==> config.mk <==
export PLATFORM = sky130hd
export DESIGN_NAME = ddr2_pwrup_seq
export DESIGN_NICKNAME = d
export VERILOG_FILES = /design/src/rtl/ddr2_init_pkg.sv /design/src/rtl/ddr2_bank_pos.sv /design/src/rtl/ddr2_gap_timer.sv /design/src/rtl/ddr2_cmd_decode.sv /design/src/rtl/ddr2_pwrup_seq.sv
export SDC_FILE = /design/constraint.sdc
export NUM_CORES = 1
export LEC_CHECK = 0
export BUFFER_PORTS_ARGS = -buffer_cell sky130_fd_sc_hd__buf_2
export CORE_ASPECT_RATIO = 0.6
export CORE_MARGIN = 2
export CORE_UTILIZATION = 45
export DETAILED_ROUTE_END_ITERATION = 16
export GPL_ROUTABILITY_DRIVEN = 0
export PLACE_DENSITY = 0.68
export SLEW_MARGIN = 5
export SYNTH_ARGS = -nofsm -noshare
export SYNTH_HDL_FRONTEND = slang
export SYNTH_SLANG_ARGS = --single-unit
==> constraint.sdc <==
create_clock -name clk -period 9.6 [get_ports clk]
set_clock_uncertainty 0.15 [all_clocks]
set_input_delay 1.92 -clock clk [delete_from_list [all_inputs] [get_ports clk]]
set_output_delay 1.92 -clock clk [all_outputs]
set_load 0.02 [all_outputs]
==> src/rtl/ddr2_init_pkg.sv <==
package ddr2_init_pkg;

    typedef enum logic [4:0] {
        ST_IDLE,
        ST_NOP_A,
        ST_NOP_B,
        ST_PRE_A,
        ST_EMR2,
        ST_EMR3,
        ST_EMR1_EN,
        ST_MRS_DLLRST,
        ST_PRE_B,
        ST_REF_A,
        ST_REF_B,
        ST_MRS_RUN,
        ST_EMR1_OCD,
        ST_EMR1_EXIT,
        ST_GAP,
        ST_NORMAL,
        ST_DONE
    } seq_state_e;

    // {cs_n, ras_n, cas_n, we_n}
    localparam logic [3:0] CMD_NOP = 4'b0111;
    localparam logic [3:0] CMD_PRE = 4'b0010;
    localparam logic [3:0] CMD_REF = 4'b0001;
    localparam logic [3:0] CMD_MRS = 4'b0000;

    // address bit positions that the memory device decodes
    localparam int A_ALLBANK = 10;
    localparam int A_DLLRST  = 8;
    localparam int A_OCD_LSB = 7;
    localparam int A_OCD_W   = 3;
    localparam int A_DLLOFF  = 0;

    // bank selector values for the mode register targets
    localparam int BA_SEL_MR   = 0;
    localparam int BA_SEL_EMR1 = 1;
    localparam int BA_SEL_EMR2 = 2;
    localparam int BA_SEL_EMR3 = 3;

    function automatic int at_least_two(input int v);
        return (v < 2) ? 2 : v;
    endfunction

endpackage

==> src/rtl/ddr2_bank_pos.sv <==
module ddr2_bank_pos #(
    parameter int CFG_W = 2,
    parameter int BP_W  = 6
) (
    input  logic [CFG_W-1:0] col_cfg,
    input  logic [CFG_W-1:0] row_cfg,
    input  logic             seq_decode,
    input  logic             half_width,
    output logic [BP_W-1:0]  bank_pos
);
    localparam int COL_BASE = 9;
    localparam int ROW_BASE = 11;

    logic [BP_W-1:0] col_part;
    logic [BP_W-1:0] row_part;
    logic [BP_W-1:0] bus_part;

    always_comb begin
        col_part = BP_W'(col_cfg) + BP_W'(COL_BASE);
        row_part = seq_decode ? (BP_W'(row_cfg) + BP_W'(ROW_BASE)) : '0;
        bus_part = half_width ? BP_W'(1) : BP_W'(2);
        bank_pos = col_part + row_part + bus_part;
    end

endmodule

==> src/rtl/ddr2_gap_timer.sv <==
module ddr2_gap_timer #(
    parameter int TMR_W = 20
) (
    input  logic             clk,
    input  logic             rst_n,
    input  logic             load,
    input  logic [TMR_W-1:0] load_val,
    output logic             last
);
    logic [TMR_W-1:0] cnt_q;

    always_ff @(posedge clk) begin
        if (!rst_n) begin
            cnt_q <= '0;
        end else if (load) begin
            cnt_q <= load_val;
        end else if (cnt_q != '0) begin
            cnt_q <= cnt_q - 1'b1;
        end
    end

    assign last = (cnt_q == TMR_W'(1));

endmodule

==> src/rtl/ddr2_cmd_decode.sv <==
module ddr2_cmd_decode
    import ddr2_init_pkg::*;
#(
    parameter int ADDR_W = 14,
    parameter int BA_W   = 3
) (
    input  seq_state_e        state,
    input  logic [ADDR_W-1:0] mr_val,
    input  logic [ADDR_W-1:0] emr1_val,
    input  logic [ADDR_W-1:0] emr2_val,
    output logic [3:0]        cmd,
    output logic [BA_W-1:0]   ba,
    output logic [ADDR_W-1:0] addr
);
    localparam logic [ADDR_W-1:0] ALLBANK_M = ADDR_W'(1) << A_ALLBANK;
    localparam logic [ADDR_W-1:0] DLLRST_M  = ADDR_W'(1) << A_DLLRST;
    localparam logic [ADDR_W-1:0] DLLOFF_M  = ADDR_W'(1) << A_DLLOFF;
    localparam logic [ADDR_W-1:0] OCD_M     = ADDR_W'((1 << A_OCD_W) - 1) << A_OCD_LSB;

    logic [ADDR_W-1:0] emr1_base;
    assign emr1_base = emr1_val & ~(OCD_M | DLLOFF_M);

    always_comb begin
        cmd  = CMD_NOP;
        ba   = '0;
        addr = '0;
        unique case (state)
            ST_PRE_A, ST_PRE_B: begin
                cmd  = CMD_PRE;
                addr = ALLBANK_M;
            end
            ST_REF_A, ST_REF_B: begin
                cmd = CMD_REF;
            end
            ST_EMR2: begin
                cmd  = CMD_MRS;
                ba   = BA_W'(BA_SEL_EMR2);
                addr = emr2_val;
            end
            ST_EMR3: begin
                cmd = CMD_MRS;
                ba  = BA_W'(BA_SEL_EMR3);
            end
            ST_EMR1_EN, ST_EMR1_EXIT: begin
                cmd  = CMD_MRS;
                ba   = BA_W'(BA_SEL_EMR1);
                addr = emr1_base;
            end
            ST_EMR1_OCD: begin
                cmd  = CMD_MRS;
                ba   = BA_W'(BA_SEL_EMR1);
                addr = emr1_base | OCD_M;
            end
            ST_MRS_DLLRST: begin
                cmd  = CMD_MRS;
                ba   = BA_W'(BA_SEL_MR);
                addr = mr_val | DLLRST_M;
            end
            ST_MRS_RUN: begin
                cmd  = CMD_MRS;
                ba   = BA_W'(BA_SEL_MR);
                addr = mr_val & ~DLLRST_M;
            end
            default: begin
                cmd = CMD_NOP;
            end
        endcase
    end

endmodule

==> src/rtl/ddr2_pwrup_seq.sv <==
module ddr2_pwrup_seq
    import ddr2_init_pkg::*;
#(
    parameter int ADDR_W  = 14,
    parameter int BA_W    = 3,
    parameter int CFG_W   = 2,
    parameter int BP_W    = 6,
    parameter int CPU_W   = 10,
    parameter int TMR_W   = 20,
    parameter int STAB_US = 200,
    parameter int T_CKE   = 8,
    parameter int T_RP    = 5,
    parameter int T_MRD   = 3,
    parameter int T_RFC   = 20,
    parameter int DLL_CYC = 200
) (
    input  logic              clk,
    input  logic              rst_n,
    input  logic              start,
    input  logic [CPU_W-1:0]  cyc_per_us,
    input  logic [CFG_W-1:0]  col_cfg,
    input  logic [CFG_W-1:0]  row_cfg,
    input  logic              seq_decode,
    input  logic              half_width,
    input  logic [ADDR_W-1:0] mr_val,
    input  logic [ADDR_W-1:0] emr1_val,
    input  logic [ADDR_W-1:0] emr2_val,
    output logic              cke,
    output logic              cs_n,
    output logic              ras_n,
    output logic              cas_n,
    output logic              we_n,
    output logic [BA_W-1:0]   ba,
    output logic [ADDR_W-1:0] addr,
    output logic [BP_W-1:0]   bank_pos,
    output logic              done
);
    localparam int CKE_C = at_least_two(T_CKE);
    localparam int RP_C  = at_least_two(T_RP);
    localparam int MRD_C = at_least_two(T_MRD);
    localparam int RFC_C = at_least_two(T_RFC);
    localparam int DLL_W = $clog2(DLL_CYC + 1);

    localparam logic [TMR_W-1:0] CKE_LD = TMR_W'(CKE_C - 1);
    localparam logic [TMR_W-1:0] RP_LD  = TMR_W'(RP_C - 1);
    localparam logic [TMR_W-1:0] MRD_LD = TMR_W'(MRD_C - 1);
    localparam logic [TMR_W-1:0] RFC_LD = TMR_W'(RFC_C - 1);

    seq_state_e       state_q, state_d;
    seq_state_e       ret_q, ret_d;
    logic             tmr_load;
    logic [TMR_W-1:0] tmr_val;
    logic             tmr_last;
    logic [TMR_W-1:0] stab_raw;
    logic [TMR_W-1:0] stab_cyc;
    logic [DLL_W-1:0] dll_cnt_q;
    logic             cke_q;
    logic             done_q;
    logic [3:0]       cmd;

    // stabilisation wait length in cycles
    always_comb begin
        stab_raw = TMR_W'(cyc_per_us) * TMR_W'(STAB_US);
        stab_cyc = (stab_raw < TMR_W'(2)) ? TMR_W'(2) : stab_raw;
    end

    ddr2_bank_pos #(
        .CFG_W (CFG_W),
        .BP_W  (BP_W)
    ) u_bank_pos (
        .col_cfg    (col_cfg),
        .row_cfg    (row_cfg),
        .seq_decode (seq_decode),
        .half_width (half_width),
        .bank_pos   (bank_pos)
    );

    ddr2_gap_timer #(
        .TMR_W (TMR_W)
    ) u_gap_timer (
        .clk      (clk),
        .rst_n    (rst_n),
        .load     (tmr_load),
        .load_val (tmr_val),
        .last     (tmr_last)
    );

    ddr2_cmd_decode #(
        .ADDR_W (ADDR_W),
        .BA_W   (BA_W)
    ) u_cmd_decode (
        .state    (state_q),
        .mr_val   (mr_val),
        .emr1_val (emr1_val),
        .emr2_val (emr2_val),
        .cmd      (cmd),
        .ba       (ba),
        .addr     (addr)
    );

    // state register
    always_ff @(posedge clk) begin
        if (!rst_n) begin
            state_q <= ST_IDLE;
            ret_q   <= ST_IDLE;
        end else begin
            state_q <= state_d;
            ret_q   <= ret_d;
        end
    end

    // next-state logic
    always_comb begin
        state_d  = state_q;
        ret_d    = ret_q;
        tmr_load = 1'b0;
        tmr_val  = '0;
        unique case (state_q)
            ST_IDLE: begin
                if (start) state_d = ST_NOP_A;
            end
            ST_NOP_A: begin
                state_d = ST_GAP; ret_d = ST_NOP_B;
                tmr_load = 1'b1; tmr_val = stab_cyc - 1'b1;
            end
            ST_NOP_B: begin
                state_d = ST_GAP; ret_d = ST_PRE_A;
                tmr_load = 1'b1; tmr_val = CKE_LD;
            end
            ST_PRE_A: begin
                state_d = ST_GAP; ret_d = ST_EMR2;
                tmr_load = 1'b1; tmr_val = RP_LD;
            end
            ST_EMR2: begin
                state_d = ST_GAP; ret_d = ST_EMR3;
                tmr_load = 1'b1; tmr_val = MRD_LD;
            end
            ST_EMR3: begin
                state_d = ST_GAP; ret_d = ST_EMR1_EN;
                tmr_load = 1'b1; tmr_val = MRD_LD;
            end
            ST_EMR1_EN: begin
                state_d = ST_GAP; ret_d = ST_MRS_DLLRST;
                tmr_load = 1'b1; tmr_val = MRD_LD;
            end
            ST_MRS_DLLRST: begin
                state_d = ST_GAP; ret_d = ST_PRE_B;
                tmr_load = 1'b1; tmr_val = MRD_LD;
            end
            ST_PRE_B: begin
                state_d = ST_GAP; ret_d = ST_REF_A;
                tmr_load = 1'b1; tmr_val = RP_LD;
            end
            ST_REF_A: begin
                state_d = ST_GAP; ret_d = ST_REF_B;
                tmr_load = 1'b1; tmr_val = RFC_LD;
            end
            ST_REF_B: begin
                state_d = ST_GAP; ret_d = ST_MRS_RUN;
                tmr_load = 1'b1; tmr_val = RFC_LD;
            end
            ST_MRS_RUN: begin
                state_d = ST_GAP; ret_d = ST_EMR1_OCD;
                tmr_load = 1'b1; tmr_val = MRD_LD;
            end
            ST_EMR1_OCD: begin
                state_d = ST_GAP; ret_d = ST_EMR1_EXIT;
                tmr_load = 1'b1; tmr_val = MRD_LD;
            end
            ST_EMR1_EXIT: begin
                state_d = ST_GAP; ret_d = ST_NORMAL;
                tmr_load = 1'b1; tmr_val = MRD_LD;
            end
            ST_GAP: begin
                if (tmr_last) state_d = ret_q;
            end
            ST_NORMAL: begin
                if (dll_cnt_q == '0) state_d = ST_DONE;
            end
            ST_DONE: begin
                state_d = ST_DONE;
            end
            default: begin
                state_d = ST_IDLE;
            end
        endcase
    end

    // DLL lock window counter, started by the DLL-reset MRS
    always_ff @(posedge clk) begin
        if (!rst_n) begin
            dll_cnt_q <= '0;
        end else if (state_q == ST_MRS_DLLRST) begin
            dll_cnt_q <= DLL_W'(DLL_CYC - 1);
        end else if (dll_cnt_q != '0) begin
            dll_cnt_q <= dll_cnt_q - 1'b1;
        end
    end

    // registered outputs
    always_ff @(posedge clk) begin
        if (!rst_n) begin
            cke_q  <= 1'b0;
            done_q <= 1'b0;
        end else begin
            cke_q  <= cke_q  | (state_d == ST_NOP_B);
            done_q <= done_q | (state_d == ST_DONE);
        end
    end

    assign cke  = cke_q;
    assign done = done_q;
    assign {cs_n, ras_n, cas_n, we_n} = cmd;


    cke_hold_chk: assert property (@(posedge clk) disable iff (!rst_n)
        cke |=> cke);


    done_hold_chk: assert property (@(posedge clk) disable iff (!rst_n)
        done |=> done);


    done_dll_chk: assert property (@(posedge clk) disable iff (!rst_n)
        done |-> (dll_cnt_q == '0));


    cmd_single_chk: assert property (@(posedge clk) disable iff (!rst_n)
        (cmd != CMD_NOP) |=> (cmd == CMD_NOP));


    idle_quiet_chk: assert property (@(posedge clk) disable iff (!rst_n)
        (state_q == ST_IDLE) |-> (!cke && !done && cmd == CMD_NOP));


    prech_allbank_chk: assert property (@(posedge clk) disable iff (!rst_n)
        (cmd == CMD_PRE) |-> (addr[A_ALLBANK] && ba == '0));


    cke_before_cmd_chk: assert property (@(posedge clk) disable iff (!rst_n)
        (cmd != CMD_NOP) |-> cke);

endmodule

==> metrics.txt <==
status finished, final reports clean; first-pass GRT wire length roughly 17000 µm; critical path data required time 7.53 ns; Root Buffer clkbuf_16; Leak ~2.2 nW; final core occ 53.9%; number of enable flip-flop cells after synthesis 0; pin count of the biggest net entering global routing 26; CP Max Fanout 2; cell count after synthesis around 500; peak supply drop between 0.1 and 0.15 mV; RSZ-0062 raised after global routing false; H-tree Lvls 2; Setup Fix Bufs, Post-CTS 0; CTS Buf Count 5; critical path launch point type input pin; ys async rst share 0%; power density over the cells roughly 230 nW/µm²; Syn. warnings 0; syn avg cell area roughly 7.9 µm²; vias in the first global route roughly 3.8k; Slew Viols, Final 0; fin crit share a little over three fifths; commonest cells after routing, fill and taps aside buf_2, inv_1, ha_1; uppermost routed layer met4; RR Startpoint u_gap_timer.cnt_q[0]; worst-margin pin slew roughly 1.0 ns; pre-CTS setup slack 3.44 ns; clk sinks 39; FF+latch count, synth 39; layout cell share with drive strength beyond 1 18.8%; total grt overflow 0; initial antenna violation count 0; Initial Utilization 46.6%; Crit Path Category input pin to output pin; Core Footprint approximately 8600 µm²; Port Buf Inserts between 80 and 90; synthesized area approximately 4000 µm²; Final Critical Period between 6 and 7 ns; HP Start done; fin nets 696; Power Total 0.00105 W; CTS tree built; post-synthesis sequential area ratio about a fifth; DRC 0; commonest non-fill, non-tap cell in the layout buf_2; FP Rows 26; wl on met1 between 5000 and 6000 µm; Clock Path Buffers 2; post-layout worst setup margin roughly 3.6 ns; Rel. slew slack approximately 30%; metal2 WL approximately 4400 µm; die span in y just under 80 µm; IO Count 90; Area Growth Syn to Fin 15.5%; final hold viol count 0; DR WL/cell about 15 µm; Resize count post-CTS 0; DR vias/cell about 5.9; filler instances between 800 and 900; setup_tns 0 ns; Final ANT Viol Nets 0; HP Class flip-flop to flip-flop; chip width around 130 µm; Pre-antenna DRT Iters 5; clock slew at reported path FFs 0.06 ns; clk_lat worst skew approximately 0.29 ns; HPWL Detailed 8260 µm; hold buffers post-CTS 0; Arr. time, crit path roughly 4 ns; Iteration-0 DRC Markers 343; FF-to-FF setup slack around 6.6 ns; synth unique cells 74; met3 wire length 632 µm; Setup violations, final 0; die area between 9000 and 10000 µm²; vias roughly 4.1k; WL final 10500 µm; total track usage around a fifth; antenna diode count 0; Max Cap Violations 0; Max Freq approximately 170 MHz; CP Capture Type output pin; Critical path origin row_cfg[0]; Main synth FF type dfxtp_1
-- logic make-up (layout without fill, tap and decap cells) --
kind of cell | Yosys count | after routing | share of synthesized area [%]
compound gates | 135 | 135 | 24.2
flops | 39 | 39 | 19.5
fa+ha+maj | 56 | 56 | 19.0
simple gates | 169 | 169 | 22.3
xor+xnor | 33 | 33 | 7.21
other cells | 1 | 2 | 0.0936
buf+inv | 70 | 143 | 6.96
mux | 3 | 3 | 0.781
-- stage by stage --
stage / cell area [µm²] / std cells / hold WS, ns
6_report: 4630 / 692 / 0.324
5_1_grt: 4630 / 692 / 0.353
4_1_cts: 4630 / 692 / 0.333
3_5_place_dp: 4480 / 684 / 0.327
3_3_place_gp: 4480 / 684 / 0.311
2_1_floorplan: 4010 / 507 / 0.309
-- worst max-delay path: stages --
cell and delay [ns]:
buf_2 0.09, inv_1 0.04, ha_1 0.27, nand2b_1 0.16, fa_1 0.45, inv_1 0.07, ha_1 0.16, inv_1 0.05
fa_1 0.40, o21ai_0 0.16, buf_2 0.18
-- cell type report --
cell class | count | area (µm²) | share of cell area, %
Inverter | 52 | 195 | 4.22
Sequential cell | 39 | 781 | 16.9
Multi-Input combinational cell | 398 | 2950 | 63.8
Clock inverter | 2 | 12.5 | 0.270
Timing Repair Buffer | 83 | 418 | 9.03
Clock buffer | 6 | 129 | 2.79
Tap cell | 112 | 140 | 3.03
-- worst paths after layout --
check / endpoint / depth (start not counted)
setup reg to reg: u_gap_timer.cnt_q[8] / 8
hold reg to reg: done / 2
setup / recovery: bank_pos[5] / 11
hold / removal: done / 2
-- metal layers --
metal	GRT usage, %	vias up
li1	-	1995
met4	4.62	0
met3	3.63	10
met2	32.6	158
met5	0	-
met1	31.0	1911
-- cell usage after synthesis, drive strengths merged, types with 8 or more instances --
| master | number | area, µm² |
|---|---|---|
| ha | 48 | 601 |
| nand3 | 20 | 100 |
| clkbuf | 12 | 45.0 |
| o22ai | 9 | 56.3 |
| fa | 8 | 160 |
| a222oi | 9 | 90.1 |
| inv | 52 | 195 |
| nor2 | 42 | 158 |
| o21ai | 23 | 115 |
| xnor2 | 22 | 193 |
| dfxtp | 39 | 781 |
| nor3 | 18 | 101 |
| a21oi | 30 | 154 |
| xor2 | 11 | 96.3 |
| nor4 | 8 | 56.3 |
| nand2 | 29 | 111 |
-- state kept, by name, indices dropped and copies added (netlist names) --
name	flops
cke	1
dll_cnt_q	8
done	1
u_gap_timer.cnt_q	20
ret_q	4
state_q	5
-- where the power goes --
group | leakage [nW] | internal [W] | total [W] | switching [W]
clock | 0.0669 | 0.0000959 | 0.000162 | 0.0000661
combinational | 1.83 | 0.000255 | 0.000624 | 0.000369
sequential | 0.320 | 0.000205 | 0.000261 | 0.0000560
total | 2.22 | 0.000556 | 0.00105 | 0.000491
No activity file was read; power rests on OpenSTA's default activity.
